### src/rtl/dir_pkg.sv
package dir_pkg;

    typedef enum logic [1:0] {
        OP_NOP   = 2'd0,
        OP_ADD   = 2'd1,
        OP_CLEAR = 2'd2,
        OP_INVAL = 2'd3
    } dir_op_e;

    typedef enum logic [1:0] {
        OVF_BCAST  = 2'd0,
        OVF_EVICT  = 2'd1,
        OVF_COARSE = 2'd2
    } ovf_policy_e;

    typedef enum logic {
        S_IDLE = 1'b0,
        S_EXEC = 1'b1
    } dir_state_e;

endpackage

### src/rtl/dir_ptr_match.sv
module dir_ptr_match #(
    parameter int NODES = 16,
    parameter int PTRS  = 2,
    localparam int ID_W  = $clog2(NODES),
    localparam int CNT_W = $clog2(PTRS + 1),
    localparam int FW    = PTRS * ID_W
) (
    input  logic [FW-1:0]    field,
    input  logic [CNT_W-1:0] cnt,
    input  logic [ID_W-1:0]  node,
    output logic             hit
);
    always_comb begin
        hit = 1'b0;
        for (int k = 0; k < PTRS; k++) begin
            if ((k < int'(cnt)) && (field[k*ID_W +: ID_W] == node)) begin
                hit = 1'b1;
            end
        end
    end
endmodule

### src/rtl/dir_coarsen.sv
module dir_coarsen #(
    parameter int NODES = 16,
    parameter int PTRS  = 2,
    parameter int GROUP = 4,
    localparam int ID_W   = $clog2(NODES),
    localparam int FW     = PTRS * ID_W,
    localparam int GROUPS = NODES / GROUP
) (
    input  logic [FW-1:0]     field,
    input  logic [ID_W-1:0]   node,
    output logic [GROUPS-1:0] conv_vec,
    output logic [GROUPS-1:0] node_grp
);
    always_comb begin
        conv_vec = '0;
        node_grp = '0;
        for (int g = 0; g < GROUPS; g++) begin
            if ((int'(node) >= g * GROUP) && (int'(node) < (g + 1) * GROUP)) begin
                node_grp[g] = 1'b1;
            end
            for (int k = 0; k < PTRS; k++) begin
                if ((int'(field[k*ID_W +: ID_W]) >= g * GROUP) &&
                    (int'(field[k*ID_W +: ID_W]) < (g + 1) * GROUP)) begin
                    conv_vec[g] = 1'b1;
                end
            end
        end
        conv_vec = conv_vec | node_grp;
    end
endmodule

### src/rtl/dir_mask_gen.sv
module dir_mask_gen
    import dir_pkg::*;
#(
    parameter int          NODES  = 16,
    parameter int          PTRS   = 2,
    parameter int          GROUP  = 4,
    parameter ovf_policy_e POLICY = OVF_COARSE,
    localparam int ID_W  = $clog2(NODES),
    localparam int CNT_W = $clog2(PTRS + 1),
    localparam int FW    = PTRS * ID_W
) (
    input  logic [FW-1:0]    field,
    input  logic [CNT_W-1:0] cnt,
    input  logic             ovf,
    output logic [NODES-1:0] mask
);
    logic [NODES-1:0] precise;

    always_comb begin
        precise = '0;
        for (int k = 0; k < PTRS; k++) begin
            for (int n = 0; n < NODES; n++) begin
                if ((k < int'(cnt)) && (field[k*ID_W +: ID_W] == ID_W'(n))) begin
                    precise[n] = 1'b1;
                end
            end
        end
    end

    if (POLICY == OVF_BCAST) begin : g_bcast
        assign mask = ovf ? '1 : precise;
    end else if (POLICY == OVF_COARSE) begin : g_coarse
        logic [NODES-1:0] expand;
        always_comb begin
            for (int n = 0; n < NODES; n++) begin
                expand[n] = field[n / GROUP];
            end
        end
        assign mask = ovf ? expand : precise;
    end else begin : g_evict
        logic unused_ovf;
        assign unused_ovf = ovf;
        assign mask = precise;
    end
endmodule

### src/rtl/dir_limited_ptr.sv
module dir_limited_ptr
    import dir_pkg::*;
#(
    parameter int          NODES   = 16,
    parameter int          PTRS    = 2,
    parameter int          GROUP   = 4,
    parameter int          ENTRIES = 4,
    parameter ovf_policy_e POLICY  = OVF_COARSE,
    localparam int ID_W   = $clog2(NODES),
    localparam int IDX_W  = (ENTRIES > 1) ? $clog2(ENTRIES) : 1,
    localparam int CNT_W  = $clog2(PTRS + 1),
    localparam int RW     = (PTRS > 1) ? $clog2(PTRS) : 1,
    localparam int FW     = PTRS * ID_W,
    localparam int GROUPS = NODES / GROUP
) (
    input  logic             clk,
    input  logic             rst_n,
    input  logic             req_valid,
    output logic             req_ready,
    input  logic [1:0]       req_op,
    input  logic [IDX_W-1:0] req_idx,
    input  logic [ID_W-1:0]  req_node,
    output logic             inv_valid,
    output logic [NODES-1:0] inv_mask,
    output logic             victim_valid,
    output logic [ID_W-1:0]  victim_id
);
    dir_state_e state_q, state_d;
    dir_op_e    lat_op;
    logic [IDX_W-1:0] lat_idx;
    logic [ID_W-1:0]  lat_node;

    logic [FW-1:0]    field_q [ENTRIES];
    logic [CNT_W-1:0] cnt_q   [ENTRIES];
    logic             ovf_q   [ENTRIES];
    logic [RW-1:0]    rot_q;

    logic [FW-1:0]     sel_field, new_field;
    logic [CNT_W-1:0]  sel_cnt, new_cnt;
    logic              sel_ovf, new_ovf;
    logic              hit, do_evict, wr_en;
    logic [ID_W-1:0]   evict_id;
    logic [GROUPS-1:0] conv_vec, node_grp;
    logic [NODES-1:0]  mask;

    assign sel_field = field_q[lat_idx];
    assign sel_cnt   = cnt_q[lat_idx];
    assign sel_ovf   = ovf_q[lat_idx];
    assign req_ready = (state_q == S_IDLE);

    dir_ptr_match #(.NODES(NODES), .PTRS(PTRS)) u_match (
        .field(sel_field), .cnt(sel_cnt), .node(lat_node), .hit(hit)
    );

    dir_coarsen #(.NODES(NODES), .PTRS(PTRS), .GROUP(GROUP)) u_coarsen (
        .field(sel_field), .node(lat_node), .conv_vec(conv_vec), .node_grp(node_grp)
    );

    dir_mask_gen #(.NODES(NODES), .PTRS(PTRS), .GROUP(GROUP), .POLICY(POLICY)) u_mask (
        .field(sel_field), .cnt(sel_cnt), .ovf(sel_ovf), .mask(mask)
    );

    // next-state logic: accept in IDLE, finish after one EXEC cycle
    always_comb begin
        state_d = state_q;
        unique case (state_q)
            S_IDLE: if (req_valid) state_d = S_EXEC;
            S_EXEC: state_d = S_IDLE;
        endcase
    end

    // state register and request latch
    always_ff @(posedge clk or negedge rst_n) begin
        if (!rst_n) begin
            state_q  <= S_IDLE;
            lat_op   <= OP_NOP;
            lat_idx  <= '0;
            lat_node <= '0;
        end else begin
            state_q <= state_d;
            if (state_q == S_IDLE && req_valid) begin
                lat_op   <= dir_op_e'(req_op);
                lat_idx  <= req_idx;
                lat_node <= req_node;
            end
        end
    end

    // entry update computed during EXEC
    always_comb begin
        new_field = sel_field;
        new_cnt   = sel_cnt;
        new_ovf   = sel_ovf;
        do_evict  = 1'b0;
        evict_id  = '0;
        wr_en     = 1'b0;
        for (int k = 0; k < PTRS; k++) begin
            if (k == int'(rot_q)) evict_id = sel_field[k*ID_W +: ID_W];
        end
        if (state_q == S_EXEC) begin
            unique case (lat_op)
                OP_ADD: begin
                    wr_en = 1'b1;
                    if (sel_ovf) begin
                        if (POLICY == OVF_COARSE) begin
                            new_field[GROUPS-1:0] = sel_field[GROUPS-1:0] | node_grp;
                        end
                    end else if (hit) begin
                        wr_en = 1'b0;
                    end else if (sel_cnt < CNT_W'(PTRS)) begin
                        for (int k = 0; k < PTRS; k++) begin
                            if (k == int'(sel_cnt)) new_field[k*ID_W +: ID_W] = lat_node;
                        end
                        new_cnt = sel_cnt + 1'b1;
                    end else begin
                        unique case (POLICY)
                            OVF_BCAST: new_ovf = 1'b1;
                            OVF_COARSE: begin
                                new_ovf   = 1'b1;
                                new_field = '0;
                                new_field[GROUPS-1:0] = conv_vec;
                            end
                            default: begin
                                do_evict = 1'b1;
                                for (int k = 0; k < PTRS; k++) begin
                                    if (k == int'(rot_q)) new_field[k*ID_W +: ID_W] = lat_node;
                                end
                            end
                        endcase
                    end
                end
                OP_CLEAR: begin
                    wr_en     = 1'b1;
                    new_field = '0;
                    new_cnt   = '0;
                    new_ovf   = 1'b0;
                end
                default: wr_en = 1'b0;
            endcase
        end
    end

    // entry storage and rotating eviction index
    always_ff @(posedge clk or negedge rst_n) begin
        if (!rst_n) begin
            for (int e = 0; e < ENTRIES; e++) begin
                field_q[e] <= '0;
                cnt_q[e]   <= '0;
                ovf_q[e]   <= 1'b0;
            end
            rot_q <= '0;
        end else begin
            if (wr_en) begin
                field_q[lat_idx] <= new_field;
                cnt_q[lat_idx]   <= new_cnt;
                ovf_q[lat_idx]   <= new_ovf;
            end
            if (do_evict) begin
                rot_q <= (rot_q == RW'(PTRS - 1)) ? '0 : rot_q + 1'b1;
            end
        end
    end

    // output register
    always_ff @(posedge clk or negedge rst_n) begin
        if (!rst_n) begin
            inv_valid    <= 1'b0;
            inv_mask     <= '0;
            victim_valid <= 1'b0;
            victim_id    <= '0;
        end else begin
            inv_valid    <= (state_q == S_EXEC) && (lat_op == OP_INVAL);
            victim_valid <= do_evict;
            if ((state_q == S_EXEC) && (lat_op == OP_INVAL)) inv_mask <= mask;
            if (do_evict) victim_id <= evict_id;
        end
    end


    exec_one_cycle_chk: assert property (@(posedge clk) disable iff (!rst_n)
        (state_q == S_EXEC) |=> (state_q == S_IDLE));


    accept_busy_chk: assert property (@(posedge clk) disable iff (!rst_n)
        (req_ready && req_valid) |=> !req_ready);


    single_pulse_chk: assert property (@(posedge clk) disable iff (!rst_n)
        !(inv_valid && victim_valid));

    for (genvar e = 0; e < ENTRIES; e++) begin : g_entry_chk

        ovf_full_chk: assert property (@(posedge clk) disable iff (!rst_n)
            ovf_q[e] |-> (cnt_q[e] == CNT_W'(PTRS)));


        ovf_rise_chk: assert property (@(posedge clk) disable iff (!rst_n)
            $rose(ovf_q[e]) |-> ($past(cnt_q[e]) == CNT_W'(PTRS)));


        evict_no_ovf_chk: assert property (@(posedge clk) disable iff (!rst_n)
            (POLICY == OVF_EVICT) |-> !ovf_q[e]);


        clear_empty_chk: assert property (@(posedge clk) disable iff (!rst_n)
            (state_q == S_EXEC && lat_op == OP_CLEAR && lat_idx == IDX_W'(e))
            |=> (cnt_q[e] == '0 && !ovf_q[e]));
    end
endmodule

### config.mk
export PLATFORM = sky130hd
export DESIGN_NAME = dir_limited_ptr
export DESIGN_NICKNAME = d
export VERILOG_FILES = /design/src/rtl/dir_pkg.sv /design/src/rtl/dir_ptr_match.sv /design/src/rtl/dir_coarsen.sv /design/src/rtl/dir_mask_gen.sv /design/src/rtl/dir_limited_ptr.sv
export SDC_FILE = /design/constraint.sdc
export NUM_CORES = 1
export LEC_CHECK = 0
export BUFFER_PORTS_ARGS = -buffer_cell sky130_fd_sc_hd__buf_2
export CORE_UTILIZATION = 30
export CTS_CLUSTER_DIAMETER = 150
export DETAILED_ROUTE_END_ITERATION = 7
export GPL_TIMING_DRIVEN = 0
export SYNTH_ARGS = -nofsm -noshare
export SYNTH_HDL_FRONTEND = slang
export SYNTH_SLANG_ARGS = --single-unit
### constraint.sdc
create_clock -name clk -period 3.76 [get_ports clk]
set_clock_uncertainty 0.15 [all_clocks]
set_input_delay 0.188 -clock clk [delete_from_list [all_inputs] [get_ports clk]]
set_output_delay 0.188 -clock clk [all_outputs]
set_load 0.005 [all_outputs]
==> results of run 1 <==
## registers in the layout, summed over array words and instances, names as in the netlist
name,cells
cnt_q,8
field_q,32
inv_mask,16
inv_valid,1
lat_idx,2
lat_node,4
lat_op,2
ovf_q,4
state_q,1
## power breakdown
part | switching (µW) | total (µW) | internal (µW) | leakage (µW)
registers | 72.7 | 959 | 886 | 0.000949
logic | 447 | 828 | 381 | 0.00121
clock network | 346 | 862 | 516 | 0.000146
total | 866 | 2650 | 1780 | 0.00230
## final timing paths
kind	slack (ns)	cells after the start	end	startpoint
setup / recovery	0.09	15	field_q[23]$_DFFE_PN0P_	lat_idx[1]$_DFFE_PN0P_
hold / removal	0.31	5	lat_idx[1]$_DFFE_PN0P_	req_valid
max in group asynchronous	2.47	2	field_q[15]$_DFFE_PN0P_	rst_n
setup reg to reg	0.09	15	field_q[23]$_DFFE_PN0P_	lat_idx[1]$_DFFE_PN0P_
hold reg to reg	0.33	2	inv_mask[12]$_DFFE_PN0P_	inv_mask[12]$_DFFE_PN0P_
min in group asynchronous	0.34	2	lat_op[1]$_DFFE_PN0P_	rst_n
## cells in the final DEF, fill, tap and decap left out, types with 14 or more instances in the layout
| cell | count |
|---|---|
| sky130_fd_sc_hd__dfrtp_1 | 70 |
| sky130_fd_sc_hd__mux2_4 | 37 |
| sky130_fd_sc_hd__mux2_2 | 15 |
| sky130_fd_sc_hd__buf_4 | 21 |
| sky130_fd_sc_hd__nand2_1 | 32 |
| sky130_fd_sc_hd__nor2_1 | 16 |
| sky130_fd_sc_hd__clkbuf_1 | 14 |
| sky130_fd_sc_hd__o21ai_0 | 26 |
| sky130_fd_sc_hd__buf_2 | 29 |
| sky130_fd_sc_hd__mux2i_1 | 15 |
## tightest hold or removal path: cells and delay by family
kind	cells	cell delay [ns]
buffers and inverters	2	0.27
AO/OA/AOI/OAI	1	0.06
AND/OR/NAND/NOR	2	0.21
## per-stage QoR
stage	instances	power, µW	hold WS, ns	utilization, %	TNS, ns
finish	620	2650	0.306	38.9	0
detailed placement	579	1730	0.221	34.0	-32.54
global placement	579	1710	0.242	34.0	-31.96
floorplan	375	1480	-0.258	-	0
global route	620	2790	0.346	38.9	0
CTS	615	2630	0.301	38.4	0
## kinds of logic after synthesis
kind of cell,synth area share [%]
adder cells (fa/ha/maj),1.48
flip-flops,41.5
buffers and inverters,5.48
multiplexers,26.3
XOR/XNOR,1.45
other,0.0889
AO/OA/AOI/OAI,14.9
AND/OR/NAND/NOR,8.75
## area by class of cell
type,instances,share of cell area (%)
multi-input combinational,261,44.3
sequential,70,33.4
timing repair buffer,54,7.01
buffer,30,4.41
clock buffer,9,4.29
tap,176,4.19
clock inverter,7,1.41
inverter,13,1.02
## what timing repair did
| item | CTS | global route |
|---|---|---|
| hold buffers | 9 | 0 |
| gates resized for setup | 23 | 9 |
| pin swaps | 5 | 2 |
| cloned | 4 | 0 |
| endpoints found under the hold margin | 78 | 0 |
| setup buffers | 8 | 5 |
| setup endpoints to repair | 49 | 42 |
## per-layer routing
| layer | up-vias | track usage (%) |
|---|---|---|
| met5 | - | 0 |
| met4 | 0 | 6.40 |
| met3 | 20 | 2.64 |
| met2 | 99 | 25.8 |
| met1 | 1605 | 21.2 |
| li1 | 1500 | - |
==> implementation parameters, run 1 <==
Parameter                              Value

Layout
  FILL cells    1261
  Total number of nets in the final design    455
  Multi-input logic area    about 2300 µm²
  Proportion of layout cells with a drive suffix above 1    32.9%
  Finished layout cell area    between 5000 and 6000 µm²
  Synthesis-to-layout area growth    24.4%
  Antenna Cells    0
  Seq. cell area    roughly 1800 µm²

Global routing
  Pin count of the biggest net entering global routing    roughly 70
  Vias in the first global route    roughly 3300
  Overall overflow remaining after global route    0
  Wire length of the first global-routing pass    ~18000 µm
  Antenna violations before repair    0
  Total track usage    16.0%

Job
  Number of maximum-capacitance violations    0

Timing
  Pins over their slew limit    0
  Peak clock frequency supported by timing    between 200 and 300 MHz
  Final setup viols    0
  Clock period minus final worst setup slack    3.67 ns
  RSZ-0062 raised after global routing    false
  Headroom to the max-slew limit    36.7%
  Post-route setup slack    0.0893 ns
  Portion of the clock cycle consumed by the worst path in the final layout    between 90% and 100%
  Slew @ Worst Pin    just over 0.9 ns
  Final Hold Vio Count    0

Synthesis
  Most repeated cell in the gate-level netlist after synthesis    sky130_fd_sc_hd__dfrtp_1
  Share of the synthesized area in the top cell type    41.5%
  Proportion of register bits with asynchronous set or reset after synthesis    100%
  FF+latch count, synth    70
  Number of distinct standard cells referenced by the synthesized netlist    51
  Netlist area before placement    between 4000 and 5000 µm²
  Top_reg_cell synth    sky130_fd_sc_hd__dfrtp_1
  Synthesized area per cell    roughly 11 µm²
  Instance count of the mapped netlist    371
  Top post-synthesis cells by count    sky130_fd_sc_hd__dfrtp_1, sky130_fd_sc_hd__mux2_4, sky130_fd_sc_hd__nand2_1, sky130_fd_sc_hd__o21ai_0
  Area contributors post-synth    sky130_fd_sc_hd__dfrtp_1, sky130_fd_sc_hd__mux2_4, sky130_fd_sc_hd__mux2_2
  Sequential element share of the synthesized area    about 42%
  Number of synthesized flops with an enable pin    0
  Cell type with the largest total area after synthesis    sky130_fd_sc_hd__dfrtp_1
  Count of synthesis-stage warnings from yosys    0

Clocking
  Maximum clock insertion buffer count    2
  Clock latency of the later-clocked register in the worst-skew pair    roughly 0.34 ns
  Root Driver    sky130_fd_sc_hd__clkbuf_16
  TritonCTS buffer count    9
  Clock Sinks    70
  Register clock-pin slew on the reported worst setup and hold paths    0.06 ns
  CTS tree    built
  Number of H-tree branching levels    3

Route
  Number of remaining DRC errors    0
  Routed length on met3    ~470 µm
  Top routing layer in use    met4
  Via/cell ratio    between 5 and 6
  Routed length on met2    around 5100 µm
  DR WL/cell    between 15 and 20 µm
  Post-route ant nets    0
  Number of vias in the routed layout    about 3200
  Met1 Routed Length    5240 µm
  Number of violations reported at the end of detailed-routing iteration 0    330
  Routed Wire Length    between 10000 and 15000 µm
  Number of detailed-route iterations in the first pass    5

Run status
  Result of the run    complete, no violations

Placement
  Detail Placement HPWL    around 7300 µm
  Placed cell area    4600 µm²
  Worst setup slack before clock tree synthesis    -0.830 ns
  Placer congestion estimate    0.953
  Input/output buffers    28

Die
  Ports    34
  Area of the die    approximately 15000 µm²
  Std cell rows    42
  Die outline height    between 100 and 150 µm
  Core area    approximately 14000 µm²
  Effective utilization at floorplan    a little under a third
  DIE WIDTH    between 100 and 150 µm

Critical path
  Delay of the slowest critical-path stage    0.49 ns
  Critical path fanouts, max    10
  Cells along the critical path    buf_6 -> buf_12 -> mux2i_1 -> mux2i_4 -> clkinv_4 -> ha_4 -> nor3b_1 -> mux2i_1 -> a2111o_1 -> o21a_4 -> o21ai_4 -> a2111oi_4 -> buf_4 -> buf_4 -> mux2_4
  Nature of the critical path endpoint    register
  WP data arrival    3.73 ns
  Worst Path Buf+Inv    5
  Slowest cell on crit path    sky130_fd_sc_hd__a2111o_1
  Type of origin of the critical path    register
  Top Family by Delay on Critical Path    compound AO/OA/AOI/OAI gates
  Critical path start-end classification    register to register
  Critical path data required time    ~3.8 ns

Power and ir drop
  IR drop worst, VDD    ~0.2 mV
  Leakage    approximately 0.0023 µW
  Pwr/cell area    a little over 500 nW/µm²

Min path
  Path category of the worst min-delay check    input pin to register
Power figures use the tool's default switching activity.
==> run 2: changes to the inputs <==
--- a/config.mk
+++ b/config.mk
@@ -12,4 +12,5 @@
 export GPL_TIMING_DRIVEN = 0
 export SYNTH_ARGS = -nofsm -noshare
 export SYNTH_HDL_FRONTEND = slang
+export SYNTH_HIERARCHICAL = 1
 export SYNTH_SLANG_ARGS = --single-unit
==> run 2 against run 1 <==
Area after synthesis shrank 5.9%; routed wire length shrank 20%; worst hold slack lost 0.17 ns; largest power group unchanged; highest routed layer unchanged.
==> implementation parameters, run 2 <==
Parameter                              Value

Clocking
  Clock Sinks    70 (unchanged)
  Register clock-pin slew on the reported worst setup and hold paths    0.06 ns (about the same)
  Clock latency of the later-clocked register in the worst-skew pair    0.33 ns (was 0.34 ns)
  CTS tree    built (unchanged)
  Root Driver    sky130_fd_sc_hd__clkbuf_16 (unchanged)
  Number of H-tree branching levels    3 (unchanged)
  TritonCTS buffer count    9 (unchanged)
  Maximum clock insertion buffer count    2 (unchanged)

Synthesis
  Cell type with the largest total area after synthesis    sky130_fd_sc_hd__dfrtp_1 (unchanged)
  Count of synthesis-stage warnings from yosys    6 (was 0)
  Top post-synthesis cells by count    sky130_fd_sc_hd__dfrtp_1, sky130_fd_sc_hd__mux2_2, sky130_fd_sc_hd__nand2_1, sky130_fd_sc_hd__inv_1, sky130_fd_sc_hd__nor2_1 (was sky130_fd_sc_hd__dfrtp_1, sky130_fd_sc_hd__mux2_4, sky130_fd_sc_hd__nand2_1, sky130_fd_sc_hd__o21ai_0)
  Top_reg_cell synth    sky130_fd_sc_hd__dfrtp_1 (unchanged)
  Sequential element share of the synthesized area    44.1% (was 41.5%)
  Synthesized area per cell    11.5 µm² (was 11.4 µm²)
  Proportion of register bits with asynchronous set or reset after synthesis    100% (unchanged)
  Area contributors post-synth    sky130_fd_sc_hd__dfrtp_1, sky130_fd_sc_hd__mux2_2, sky130_fd_sc_hd__mux4_2 (was sky130_fd_sc_hd__dfrtp_1, sky130_fd_sc_hd__mux2_4, sky130_fd_sc_hd__mux2_2)
  Share of the synthesized area in the top cell type    44.1% (was 41.5%)
  Instance count of the mapped netlist    346 (was 371)
  Number of synthesized flops with an enable pin    0 (unchanged)
  Netlist area before placement    3970 µm² (was 4220 µm²)
  Most repeated cell in the gate-level netlist after synthesis    sky130_fd_sc_hd__dfrtp_1 (unchanged)
  Number of distinct standard cells referenced by the synthesized netlist    60 (was 51)
  FF+latch count, synth    70 (unchanged)

Run status
  Result of the run    complete, no violations (unchanged)

Timing
  Pins over their slew limit    0 (unchanged)
  Peak clock frequency supported by timing    286 MHz (was 272 MHz)
  Final Hold Vio Count    0 (unchanged)
  Headroom to the max-slew limit    42.5% (was 36.7%)
  Clock period minus final worst setup slack    3.50 ns (was 3.67 ns)
  Final hold slack    0.141 ns (was 0.306 ns)
  Portion of the clock cycle consumed by the worst path in the final layout    93.1% (was 97.6%)
  Slew @ Worst Pin    0.863 ns (was 0.923 ns)
  Final setup viols    0 (unchanged)
  RSZ-0062 raised after global routing    false (unchanged)

Critical path
  Startpoint of the most critical register-to-register path    lat_idx[0]$_DFFE_PN0P_ (was lat_idx[1]$_DFFE_PN0P_)
  Nature of the critical path endpoint    register (unchanged)
  Delay of the slowest critical-path stage    0.64 ns (was 0.49 ns)
  Slowest cell on crit path    sky130_fd_sc_hd__mux4_2 (was sky130_fd_sc_hd__a2111o_1)
  WP data arrival    3.56 ns (was 3.73 ns)
  Critical Path Source    lat_idx[0]$_DFFE_PN0P_ (was lat_idx[1]$_DFFE_PN0P_)
  Worst-case reg-to-reg path depth    12 (was 15)
  Setup slack, reg-to-reg    0.26 ns (was 0.09 ns)
  Terminus of the critical flop-to-flop path    field_q[11]$_DFFE_PN0P_ (was field_q[23]$_DFFE_PN0P_)
  Critical path data required time    3.82 ns (about the same)
  Critical path fanouts, max    10 (unchanged)
  Critical path start-end classification    register to register (unchanged)
  Worst Setup EP    field_q[11]$_DFFE_PN0P_ (was field_q[23]$_DFFE_PN0P_)
  Type of origin of the critical path    register (unchanged)
  Cells along the critical path    buf_6 -> buf_4 -> mux4_2 -> xor2_1 -> nor3_1 -> nand3_1 -> o21ai_2 -> nand2b_1 -> o21ai_0 -> or3_4 -> clkbuf_4 -> mux2_2 (was buf_6 -> buf_12 -> mux2i_1 -> mux2i_4 -> clkinv_4 -> ha_4 -> nor3b_1 -> mux2i_1 -> a2111o_1 -> o21a_4 -> o21ai_4 -> a2111oi_4 -> buf_4 -> buf_4 -> mux2_4)

Route
  DR WL/cell    15.4 µm (was 17.8 µm)
  Via/cell ratio    4.95 (was 5.20)
  Number of vias in the routed layout    2844 (was 3224)
  Number of detailed-route iterations in the first pass    4 (was 5)
  Post-route ant nets    0 (unchanged)
  Number of violations reported at the end of detailed-routing iteration 0    196 (was 330)
  Number of remaining DRC errors    0 (unchanged)
  Routed Wire Length    8850 µm (was 11000 µm)

Die
  Die outline height    117 µm (was 121 µm)
  Std cell rows    41 (was 42)
  Core area    12800 µm² (was 13500 µm²)
  DIE WIDTH    117 µm (was 121 µm)
  Ports    34 (unchanged)
  Area of the die    13700 µm² (was 14500 µm²)
  Effective utilization at floorplan    31.1% (was 31.2%)

Global routing
  Overall overflow remaining after global route    0 (unchanged)
  Vias in the first global route    2931 (was 3318)
  Total track usage    14.3% (was 16.0%)
  Pin count of the biggest net entering global routing    71 (unchanged)
  Wire length of the first global-routing pass    14800 µm (was 17800 µm)
  Antenna violations before repair    0 (unchanged)

Job
  Number of maximum-capacitance violations    0 (unchanged)

Layout
  Synthesis-to-layout area growth    19.7% (was 24.4%)
  Largest registers    field_q x32, inv_mask x16, cnt_q x8 (unchanged)
  Max FFs per register    32 (unchanged)
  Post-Layout Cell Count    574 (was 620)
  Total number of nets in the final design    414 (was 455)
  Commonest cells after routing, fill and taps aside    sky130_fd_sc_hd__dfrtp_1, sky130_fd_sc_hd__mux2_2, sky130_fd_sc_hd__nand2_1, sky130_fd_sc_hd__buf_2, sky130_fd_sc_hd__inv_1 (was sky130_fd_sc_hd__dfrtp_1, sky130_fd_sc_hd__mux2_4, sky130_fd_sc_hd__nand2_1, sky130_fd_sc_hd__buf_2, sky130_fd_sc_hd__o21ai_0)
  Final core area utilization    37.2% (was 38.9%)
  Proportion of layout cells with a drive suffix above 1    35.6% (was 32.9%)
  Antenna Cells    0 (unchanged)
  Register ranked first by flip-flop count    field_q (unchanged)
  Commonest non-fill, non-tap cell in the layout    sky130_fd_sc_hd__dfrtp_1 (unchanged)

Placement
  Placed Instances    550 (was 579)
  Input/output buffers    28 (unchanged)
  Placer congestion estimate    0.904 (was 0.953)
  Detail Placement HPWL    6210 µm (was 7340 µm)

Power and ir drop
  Leakage    0.00220 µW (was 0.00230 µW)
  IR drop worst, VDD    0.247 mV (was 0.201 mV)
  Pwr/cell area    513 nW/µm² (was 504 nW/µm²)

Min path
  Path category of the worst min-delay check    input pin to register (unchanged)
==> run 2: changes by cell type after synthesis, moves of 6 or more <==
cell	previous run	this run
sky130_fd_sc_hd__o21ai_0	26	7
sky130_fd_sc_hd__mux2_4	37	3
sky130_fd_sc_hd__a221oi_1	8	0
sky130_fd_sc_hd__o21ai_1	0	6
sky130_fd_sc_hd__clkbuf_1	15	7
sky130_fd_sc_hd__mux2i_1	16	4
sky130_fd_sc_hd__mux2_2	15	48
sky130_fd_sc_hd__o211ai_1	5	12
sky130_fd_sc_hd__nand3_1	13	6
sky130_fd_sc_hd__inv_1	12	21
==> run 2: routing by layer <==
| layer | vias up | global-route usage [%] | share of wire (%) |
|---|---|---|---|
| met5 | - | 0 | 0 |
| met4 | 0 | 5.40 | 1.8 |
| met3 | 16 | 3.45 | 4.4 |
| met2 | 73 | 24.3 | 49 |
| met1 | 1394 | 17.7 | 45 |
| li1 | 1361 | - | - |
==> run 2: how the worst min path moves through the flow <==
| stage | from | endpoint | slack, ns | cells past startpoint |
|---|---|---|---|---|
| detailed placement | rst_n | inv_mask[6]$_DFFE_PN0P_ | 0.22 | 1 |
| global route | req_valid | lat_idx[0]$_DFFE_PN0P_ | 0.20 | 3 |
| global placement | req_op[0] | lat_op[0]$_DFFE_PN0P_ | 0.25 | 3 |
| floorplan | rst_n | cnt_q[0]$_DFFE_PN0P_ | -0.26 | 0 |
| finish | req_valid | lat_idx[0]$_DFFE_PN0P_ | 0.14 | 3 |
| CTS | req_valid | lat_idx[0]$_DFFE_PN0P_ | 0.14 | 3 |
==> run 2: critical path: cells and delay by family, from the launching register on <==
family / cells / cell delay [ns]
mux: 2 / 0.99
buf+inv: 3 / 0.60
xor+xnor: 1 / 0.18
compound gates: 2 / 0.39
flops: 1 / 0.34
simple gates: 4 / 0.72
==> run 2: area by class of cell <==
cell class / count / area, µm²
fill: 1259 / 8020
inverter: 21 / 78.8
multi-input combinational: 237 / 2060
clock buffer: 13 / 270
timing repair buffer: 38 / 240
sequential: 70 / 1750
buffer: 20 / 125
clock inverter: 3 / 17.5
tap: 172 / 215
==> run 2: kinds of logic (layout without fill, tap and decap cells) <==
logic type	Yosys count	count (layout)	share of synthesized area (%)
compound gates	67	67	12.9
xor+xnor	8	8	1.76
fa+ha+maj	6	6	1.89
buf+inv	43	95	5.10
flops	70	70	44.1
mux	66	66	22.4
other cells	1	5	0.0944
simple gates	85	85	11.8
==> run 2: what timing repair did <==
item / 4_1_cts / 5_1_grt
setup buffers: 1 / 0
hold buffers: 9 / 0
hold endpoints to repair: 78 / 0
endpoints found under the setup margin: 20 / 6
resized for setup: 6 / 6
==> run 2: report_power, final <==
group	total (µW)	internal, µW	switching, µW
combinational	698	313	385
sequential	936	866	70.1
clock	804	498	307
==> run 2: metrics by stage <==
stage	worst slack (ns)	area [µm²]	setup TNS, ns	power (µW)
CTS	0.0136	4740	0	2450
finish	0.261	4760	0	2440
floorplan	0.361	3990	0	1440
global placement	-0.404	4340	-2.91	1600
global route	0.0590	4760	0	2570
detailed placement	-0.389	4350	-3.25	1620
==> run 3: changes to the inputs <==
--- a/config.mk
+++ b/config.mk
@@ -10,6 +10,7 @@
 export CTS_CLUSTER_DIAMETER = 150
 export DETAILED_ROUTE_END_ITERATION = 7
 export GPL_TIMING_DRIVEN = 0
+export SETUP_SLACK_MARGIN = 0.15
 export SYNTH_ARGS = -nofsm -noshare
 export SYNTH_HDL_FRONTEND = slang
 export SYNTH_HIERARCHICAL = 1
==> constraint.sdc (replaced) <==
create_clock -name clk -period 4.45 [get_ports clk]
set_clock_uncertainty 0.15 [all_clocks]
set_input_delay 0.2225 -clock clk [delete_from_list [all_inputs] [get_ports clk]]
set_output_delay 0.2225 -clock clk [all_outputs]
set_load 0.005 [all_outputs]
==> run 3 against run 2 <==
Critical path depth increased by 1; via count grew 0.39%; clock power down 16%; setup slack better by 0.18 ns; global-route usage about the same; maximum frequency shrank 13%; worst hold slack better by 0.041 ns; core utilization decreased by 0.22 points; critical path type unchanged; critical endpoint is now field_q[26]$_DFFE_PN0P_; highest routed layer unchanged.
==> implementation parameters, run 3 (synthesis gave the netlist of run 2 again) <==
Parameter                              Value

Run status
  Result of the run    complete, no violations (unchanged)

Clocking
  CTS tree    built (unchanged)
  Number of H-tree branching levels    3 (unchanged)
  Register clock-pin slew on the reported worst setup and hold paths    0.06 ns (about the same)
  Maximum clock insertion buffer count    2 (unchanged)
  Root Driver    sky130_fd_sc_hd__clkbuf_16 (unchanged)
  TritonCTS buffer count    9 (unchanged)
  Clock Sinks    70 (unchanged)
  Clock latency of the later-clocked register in the worst-skew pair    0.33 ns (about the same)

Die
  Core area    12800 µm² (unchanged)
  DIE WIDTH    117 µm (unchanged)
  Die outline height    117 µm (unchanged)
  Ports    34 (unchanged)
  Area of the die    13700 µm² (unchanged)
  Effective utilization at floorplan    31.1% (unchanged)
  Std cell rows    41 (unchanged)

Placement
  Input/output buffers    28 (unchanged)
  Detail Placement HPWL    6210 µm (unchanged)
  Placer congestion estimate    0.904 (unchanged)

Global routing
  Antenna violations before repair    0 (unchanged)
  Busiest metal layer after global routing    met2 (unchanged)
  Overall overflow remaining after global route    0 (unchanged)
  Vias in the first global route    2939 (was 2931)
  Total track usage    14.3% (about the same)
  Met1 Use GR    17.5% (was 17.7%)
  Pin count of the biggest net entering global routing    71 (unchanged)
  GRT met3 Usage    3.35% (was 3.45%)
  Wire length of the first global-routing pass    14700 µm (was 14800 µm)
  Met2 routing resource usage after global routing    24.4% (was 24.3%)

Power and ir drop
  IR drop worst, VDD    0.206 mV (was 0.247 mV)
  Overall power of the completed layout    2040 µW (was 2440 µW)
  Leakage    0.00218 µW (was 0.00220 µW)
  Pwr/cell area    432 nW/µm² (was 513 nW/µm²)

Route
  Post-route ant nets    0 (unchanged)
  DR WL/cell    15.3 µm (was 15.4 µm)
  Number of remaining DRC errors    0 (unchanged)
  Number of detailed-route iterations in the first pass    4 (unchanged)
  Routed Wire Length    8800 µm (was 8850 µm)
  Number of vias in the routed layout    2855 (was 2844)
  Number of violations reported at the end of detailed-routing iteration 0    192 (was 196)
  Via/cell ratio    4.97 (was 4.95)

Layout
  Final core area utilization    37.0% (was 37.2%)
  Synthesis-to-layout area growth    19.1% (was 19.7%)
  Proportion of layout cells with a drive suffix above 1    34.0% (was 35.6%)
  Antenna Cells    0 (unchanged)
  Max FFs per register    32 (unchanged)
  Commonest cells after routing, fill and taps aside    sky130_fd_sc_hd__dfrtp_1, sky130_fd_sc_hd__mux2_2, sky130_fd_sc_hd__nand2_1, sky130_fd_sc_hd__buf_2, sky130_fd_sc_hd__inv_1 (unchanged)
  Largest registers    field_q x32, inv_mask x16, cnt_q x8 (unchanged)
  Register ranked first by flip-flop count    field_q (unchanged)
  Total number of nets in the final design    415 (was 414)
  Commonest non-fill, non-tap cell in the layout    sky130_fd_sc_hd__dfrtp_1 (unchanged)

Timing
  Final Hold Vio Count    0 (unchanged)
  Portion of the clock cycle consumed by the worst path in the final layout    90.2% (was 93.1%)
  RSZ-0062 raised after global routing    false (unchanged)
  Final TNS setup    0 ns (unchanged)
  Pins over their slew limit    0 (unchanged)
  Slew @ Worst Pin    0.865 ns (was 0.863 ns)
  Final setup viols    0 (unchanged)
  Peak clock frequency supported by timing    249 MHz (was 286 MHz)
  Headroom to the max-slew limit    42.3% (was 42.5%)
  Clock period minus final worst setup slack    4.01 ns (was 3.50 ns)

Critical path
  Nature of the critical path endpoint    register (unchanged)
  Critical path data required time    4.51 ns (was 3.82 ns)
  Type of origin of the critical path    register (unchanged)
  WP data arrival    4.08 ns (was 3.56 ns)
  Worst-case reg-to-reg path depth    13 (was 12)
  Terminus of the critical flop-to-flop path    field_q[26]$_DFFE_PN0P_ (was field_q[11]$_DFFE_PN0P_)
  Setup slack, reg-to-reg    0.44 ns (was 0.26 ns)
  Startpoint of the most critical register-to-register path    lat_idx[0]$_DFFE_PN0P_ (unchanged)
  Critical path fanouts, max    10 (unchanged)
  Critical path start-end classification    register to register (unchanged)

Min path
  Path category of the worst min-delay check    input pin to register (unchanged)
  Cell count of the worst hold path    3 (unchanged)
  Worst hold path endpoint    lat_idx[0]$_DFFE_PN0P_ (unchanged)
  Critical hold path startpoint    req_valid (unchanged)

Job
  Number of maximum-capacitance violations    0 (unchanged)
run 3: power by group:
part	leakage, µW	switching (µW)	internal, µW	total [µW]
registers	0.000942	59.6	732	791
logic	0.00109	319	256	576
clock network	0.000142	257	421	678
run 3: worst max-delay path by stage:
stage / to / cells after the start / from
after floorplan: field_q[10]$_DFFE_PN0P_ / 13 / lat_idx[0]$_DFFE_PN0P_
after global placement: field_q[18]$_DFFE_PN0P_ / 12 / lat_idx[0]$_DFFE_PN0P_
after detailed placement: field_q[18]$_DFFE_PN0P_ / 12 / lat_idx[0]$_DFFE_PN0P_
after CTS: field_q[19]$_DFFE_PN0P_ / 12 / lat_idx[0]$_DFFE_PN0P_
after global routing: field_q[27]$_DFFE_PN0P_ / 13 / lat_idx[0]$_DFFE_PN0P_
final: field_q[26]$_DFFE_PN0P_ / 13 / lat_idx[0]$_DFFE_PN0P_
run 3: critical path, stage by stage, from the launching register on:
cell and delay, ns:
sky130_fd_sc_hd__dfrtp_1 0.34, sky130_fd_sc_hd__buf_6 0.15, sky130_fd_sc_hd__buf_2 0.29, sky130_fd_sc_hd__mux4_2 0.69, sky130_fd_sc_hd__xor2_1 0.19, sky130_fd_sc_hd__nor3_1 0.21
sky130_fd_sc_hd__nand3_1 0.12, sky130_fd_sc_hd__o21ai_2 0.20, sky130_fd_sc_hd__nand2b_1 0.20, sky130_fd_sc_hd__nor2_1 0.11, sky130_fd_sc_hd__or4_1 0.10, sky130_fd_sc_hd__clkbuf_1 0.34
sky130_fd_sc_hd__clkbuf_1 0.40, sky130_fd_sc_hd__mux2_2 0.39
run 3: what timing repair did:
item / CTS / global route
hold buffers: 9 / 0
buffers inserted: 0 / 0
setup endpoints to repair: 0 / 4
endpoints found under the hold margin: 78 / 0
resized for setup: 0 / 3
run 3: per-layer routing:
layer	share of wire, %	vias up
li1	-	1362
met1	46	1412
met2	49	65
met3	3.3	16
met4	1.7	0
met5	0	-
run 3: stage by stage:
| stage | instance area [µm²] | setup WS (ns) | hold slack [ns] | cells |
|---|---|---|---|---|
| finish | 4730 | 0.436 | 0.182 | 575 |
| global route | 4730 | 0.236 | 0.235 | 575 |
| CTS | 4720 | 0.284 | 0.175 | 575 |
| detailed placement | 4350 | 0.301 | 0.253 | 550 |
| global placement | 4340 | 0.286 | 0.280 | 550 |
| floorplan | 3990 | 1.05 | -0.223 | 350 |
run 3: layout make-up:
class	instances	area, µm²
tap	172	215
sequential	70	1750
clock inverter	3	17.5
timing repair buffer	37	233
buffer	22	125
fill	1268	8040
multi-input combinational	237	2040
inverter	21	78.8
clock buffer	13	270
